--- src/rtl/readout_timing_gen.sv ---
module readout_timing_gen #(
  parameter int H_ACTIVE = 1024,
  parameter int H_TOTAL  = 1300,
  parameter int V_ACTIVE = 2048,
  parameter int V_LEAD   = 3,
  parameter int V_TOTAL  = 2080,
  parameter int H_TOL    = H_TOTAL / 500,
  parameter int V_TOL    = (H_TOTAL * V_TOTAL) / 50
) (
  input  logic                       clk,
  input  logic                       rst_n,
  input  logic                       ext_sync_en,
  input  logic                       ext_hd,
  input  logic                       ext_vd,
  output logic [$clog2(H_TOTAL)-1:0] col_cnt,
  output logic [$clog2(V_TOTAL)-1:0] line_cnt,
  output logic                       line_strobe,
  output logic                       frame_strobe,
  output logic                       line_valid,
  output logic                       frame_valid,
  output logic                       hd_err,
  output logic                       vd_err
);

  localparam int CW      = $clog2(H_TOTAL);
  localparam int LW      = $clog2(V_TOTAL);
  localparam int F_TOTAL = H_TOTAL * V_TOTAL;
  localparam int HPW     = $clog2(H_TOTAL + H_TOL + 2) + 1;
  localparam int VPW     = $clog2(F_TOTAL + V_TOL + 2) + 1;

  logic [2:0] hd_s, vd_s;
  logic       hd_rise, vd_rise;
  logic       col_last, line_last;
  logic [HPW-1:0] hd_per;
  logic [VPW-1:0] vd_per;
  logic       hd_seen, vd_seen;
  logic       hd_bad, vd_bad;

  always_ff @(posedge clk or negedge rst_n) begin
    if (!rst_n) begin
      hd_s <= '0;
      vd_s <= '0;
    end else begin
      hd_s <= {hd_s[1:0], ext_hd};
      vd_s <= {vd_s[1:0], ext_vd};
    end
  end

  assign hd_rise   = hd_s[1] & ~hd_s[2];
  assign vd_rise   = vd_s[1] & ~vd_s[2];
  assign col_last  = (col_cnt == CW'(H_TOTAL - 1));
  assign line_last = (line_cnt == LW'(V_TOTAL - 1));

  always_ff @(posedge clk or negedge rst_n) begin
    if (!rst_n) begin
      col_cnt  <= '0;
      line_cnt <= '0;
    end else if (ext_sync_en) begin
      if (hd_rise)        col_cnt <= '0;
      else if (!col_last) col_cnt <= col_cnt + 1'b1;
      if (vd_rise)                     line_cnt <= '0;
      else if (hd_rise && !line_last)  line_cnt <= line_cnt + 1'b1;
    end else begin
      col_cnt <= col_last ? '0 : col_cnt + 1'b1;
      if (col_last) line_cnt <= line_last ? '0 : line_cnt + 1'b1;
    end
  end

  assign frame_valid  = (line_cnt >= LW'(V_LEAD)) && (line_cnt < LW'(V_LEAD + V_ACTIVE));
  assign line_valid   = frame_valid && (col_cnt < CW'(H_ACTIVE));
  assign line_strobe  = (col_cnt == '0);
  assign frame_strobe = line_strobe && (line_cnt == '0);

  always_ff @(posedge clk or negedge rst_n) begin
    if (!rst_n) begin
      hd_per  <= '0;
      vd_per  <= '0;
      hd_seen <= 1'b0;
      vd_seen <= 1'b0;
    end else begin
      if (hd_rise)              hd_per <= HPW'(1);
      else if (hd_per != '1)    hd_per <= hd_per + 1'b1;
      if (vd_rise)              vd_per <= VPW'(1);
      else if (vd_per != '1)    vd_per <= vd_per + 1'b1;
      hd_seen <= hd_seen | hd_rise;
      vd_seen <= vd_seen | vd_rise;
    end
  end

  assign hd_bad = (hd_per > HPW'(H_TOTAL + H_TOL)) || (hd_per < HPW'(H_TOTAL - H_TOL));
  assign vd_bad = (vd_per > VPW'(F_TOTAL + V_TOL)) || (vd_per < VPW'(F_TOTAL - V_TOL));

  always_ff @(posedge clk or negedge rst_n) begin
    if (!rst_n) begin
      hd_err <= 1'b0;
      vd_err <= 1'b0;
    end else begin
      if (ext_sync_en && hd_rise && hd_seen && hd_bad) hd_err <= 1'b1;
      if (ext_sync_en && vd_rise && vd_seen && vd_bad) vd_err <= 1'b1;
    end
  end

  a_r1_col_wrap: assert property (@(posedge clk) disable iff (!rst_n)
    !ext_sync_en && col_last |=> col_cnt == '0);
  a_r1_col_step: assert property (@(posedge clk) disable iff (!rst_n)
    !ext_sync_en && !col_last |=> col_cnt == $past(col_cnt) + 1'b1);
  a_r2_lval_in_frame: assert property (@(posedge clk) disable iff (!rst_n)
    line_valid |-> frame_valid);
  a_r4_frame_on_line: assert property (@(posedge clk) disable iff (!rst_n)
    frame_strobe |-> line_strobe);
  a_r5_hd_lock: assert property (@(posedge clk) disable iff (!rst_n)
    ext_sync_en && hd_rise |=> col_cnt == '0);
  a_r5_col_hold: assert property (@(posedge clk) disable iff (!rst_n)
    ext_sync_en && !hd_rise && col_last |=> $stable(col_cnt));
  a_r6_vd_lock: assert property (@(posedge clk) disable iff (!rst_n)
    ext_sync_en && vd_rise |=> line_cnt == '0);
  a_r7_hd_sticky: assert property (@(posedge clk) disable iff (!rst_n)
    hd_err |=> hd_err);
  a_r8_vd_sticky: assert property (@(posedge clk) disable iff (!rst_n)
    vd_err |=> vd_err);
  a_r10_no_err_free: assert property (@(posedge clk) disable iff (!rst_n)
    !ext_sync_en && !hd_err |=> !hd_err);

endmodule

--- config.mk ---
export PLATFORM = sky130hd
export DESIGN_NAME = readout_timing_gen
export DESIGN_NICKNAME = d
export VERILOG_FILES = /design/src/rtl/readout_timing_gen.sv
export SDC_FILE = /design/constraint.sdc
export NUM_CORES = 1
export LEC_CHECK = 0
export ABC_AREA = 1
export BUFFER_PORTS_ARGS = -buffer_cell sky130_fd_sc_hd__buf_2
export CORE_ASPECT_RATIO = 0.8
export CORE_MARGIN = 8
export CORE_UTILIZATION = 45
export CTS_CLUSTER_SIZE = 10
export DETAILED_ROUTE_END_ITERATION = 8
export GPL_ROUTABILITY_DRIVEN = 1
export PLACE_DENSITY = 0.68
export SKIP_LAST_GASP = 1
export SLEW_MARGIN = 10
export SYNTH_ARGS = -nofsm -noshare
export SYNTH_HDL_FRONTEND = slang
export SYNTH_SLANG_ARGS = --single-unit
--- constraint.sdc ---
create_clock -name clk -period 2.3 [get_ports clk]
set_input_delay 0.345 -clock clk [delete_from_list [all_inputs] [get_ports clk]]
set_output_delay 0.345 -clock clk [all_outputs]
set_load 0.05 [all_outputs]
==> summary.md <==
| Metric | Value |
|---|---|
| Final Skew | `0.00309 ns` |
| Reg clk slew, reported paths | `0.06 ns` |
| CTS H-tree depth | `3` |
| HP Class | `primary input to asynchronous set/reset pin` |
| Vias | `3937` |
| Largest net degree at the start of global routing | `69` |
| Top_reg_cell synth | `dfrtp_1` |
| Max VDD drop | `0.000704 V` |
| Vias in the first global route | `3793` |
| Post-synth cell types | `44` |
| Setup Viol. Count Final | `0` |
| Final Cycle Share | `0.919` |
| CTS buffer count | `9` |
| Hpwl dp | `7.69 mm` |
| First-pass iteration count of the detailed router | `6` |
| Core area | `0.00908 mm²` |
| Wire per inst | `14.3 µm` |
| Max Slew Vio Count | `0` |
| Global-route wire length before repair | `18.0 mm` |
| Die Width | `124 µm` |
| Area Overhead vs Synth | `14.3%` |
| Ant diodes | `0` |
| Pre-CTS setup slack | `0.431 ns` |
| CP Launch Type | `flop` |
| Total gr overflow | `0` |
| Routed Antenna Nets | `0` |
| Yosys warns | `0` |
| Slew of the pin with the lowest slew margin | `0.528 ns` |
| Top achievable clock speed | `473 MHz` |
| Leakage dissipation | `2.38 nW` |
| Post-route DRC | `0` |
| Total negative slack | `0 ns` |
| Die footprint | `0.0127 mm²` |
| Setup ws final | `0.186 ns` |
| Worst hold slack | `0.0312 ns` |
| Die height | `102 µm` |
| Crit path time final | `2.11 ns` |
| WP data arrival | `1.77 ns` |
| Fillers | `837` |
| Routed WL | `10.5 mm` |
| Post-Syn Area | `0.00420 mm²` |
| Later-pin clock latency in the skew report | `0.33 ns` |
| WS Path Type | `flop to output port` |
| Max Root-Sink Buffers | `2` |
| Gr usage total | `0.177` |
| Port buffer count | `33` |
| Worst slew margin | `0.646` |
| IO Pins | `34` |
| RSZ-0062 raised after global routing | `no` |
| Syn avg cell area | `7.31 µm²` |
| TritonCTS clock tree | `done` |
| Cells after synthesis | `575` |
| Clk sink count | `68` |
| Status | `complete, no violations` |
| Post-Syn Nets | `588` |
| Post-synth EDFFs | `0` |
| Layout cells sized above 1 | `0.165` |
| Util after Layout | `0.530` |
| Commonest non-fill, non-tap cell in the layout | `nand2_1` |
| Power Density | `868 mW/mm²` |
| Fin. Hold Viols | `0` |
| Final nets | `626` |
| Seq/Total Area, Yosys | `0.405` |
| FFs w/ async S/R, synth | `1.00` |
| Row count | `31` |
| Root buffer cell | `clkbuf_16` |
| Starting DRT DRC Count | `323` |
| Max Cap Violations | `0` |
| Worst Setup End Kind | `output port` |
| Most frequent cells in the layout | `150 x nand2_1, 68 x dfrtp_1, 63 x inv_1` |
| CP Max Fanout | `6` |
| Initial Util | `0.463` |
| Drt via density | `5.37` |
| Initial antenna violation count | `0` |
| FF+latch count, synth | `68` |
| Final GP Congestion | `0.961` |
| WP data required | `1.96 ns` |
[where the power goes]
part	switching [W]	internal, W
registers	0.000211	0.00135
clock network	0.000539	0.000841
logic	0.000894	0.000338
total	0.00164	0.00253
[per-stage QoR]
step | std cells | total power [W] | instance area (µm²)
after floorplan | 575 | 0.00250 | 4220
after global placement | 717 | 0.00278 | 4490
after detailed placement | 717 | 0.00280 | 4490
after CTS | 733 | 0.00420 | 4800
after global routing | 733 | 0.00442 | 4810
final | 733 | 0.00417 | 4810
[metal layers]
layer | track usage | wire length [µm]
met1 | 0.234 | 5010
met2 | 0.272 | 4430
met3 | 0.0486 | 774
met4 | 0.0648 | 236
met5 | 0 | 0
[critical path, stage by stage (launching register included)]
cell and delay [ns]:
dfrtp_1 0.44, nor2_1 0.12, nand2_1 0.08, nor3_2 0.23, nand2_1 0.09, xor2_1 0.16, nor2_1 0.08, clkbuf_4 0.23
[registers in the layout, indices dropped and copies added, names as in the netlist]
register	flops
vd_per	23
hd_per	12
line_cnt	12
col_cnt	11
hd_s	3
vd_s	3
hd_err	1
hd_seen	1
vd_err	1
vd_seen	1
[timing repair]
item / 4_1_cts / 5_1_grt
endpoints found under the setup margin: 0 / 3
buffers inserted: 0 / 0
resized for setup: 0 / 3
hold buffers: 0 / 0
[cell type report]
type,count,area [µm²],area share
repair buffers,36,203,0.0422
inverters,77,292,0.0607
flip-flops and latches,68,1700,0.354
clock buffers,9,225,0.0469
well taps,115,144,0.0299
clock inverters,7,77.6,0.0161
multi-input cells,421,2160,0.450
[path summary, 6_finish.rpt]
check                                         from                endpoint  slack (ns)  cells after the start
setup / recovery           line_cnt[6]$_DFFE_PN0P_              line_valid        0.19                      7
hold / removal                               rst_n  col_cnt[6]$_DFFE_PN0P_        0.03                      2
setup reg to reg             vd_per[0]$_DFFE_PN0P_   vd_per[0]$_DFFE_PN0P_        0.43                      8
hold reg to reg                  hd_s[0]$_DFF_PN0_       hd_s[1]$_DFF_PN0_        0.35                      0
max in group asynchronous                    rst_n  vd_per[10]$_DFFE_PN0P_        1.98                      2
min in group clk                            ext_hd       hd_s[0]$_DFF_PN0_        0.12                      1
[cells in the mapped netlist (all sizes together) (6+ instances only)]
cell type	number	share of area
a21oi	17	0.020
a31oi	13	0.019
buf	6	0.013
dfrtp	68	0.40
ha	8	0.024
inv	75	0.068
nand2	161	0.15
nand3	51	0.063
nand4	21	0.034
nor2	72	0.074
nor3	16	0.023
o21ai	35	0.045
xor2	8	0.017
[kinds of logic (layout without fill, tap and decap cells)]
logic type / count (synthesis) / count (layout) / synth area share
XOR/XNOR: 9 / 9 / 0.0188
adder cells (fa/ha/maj): 8 / 8 / 0.0238
buffers and inverters: 86 / 129 / 0.0851
flip-flops: 68 / 68 / 0.405
AND/OR/NAND/NOR: 331 / 331 / 0.365
AO/OA/AOI/OAI: 73 / 73 / 0.102
Power figures use the tool's default switching activity.
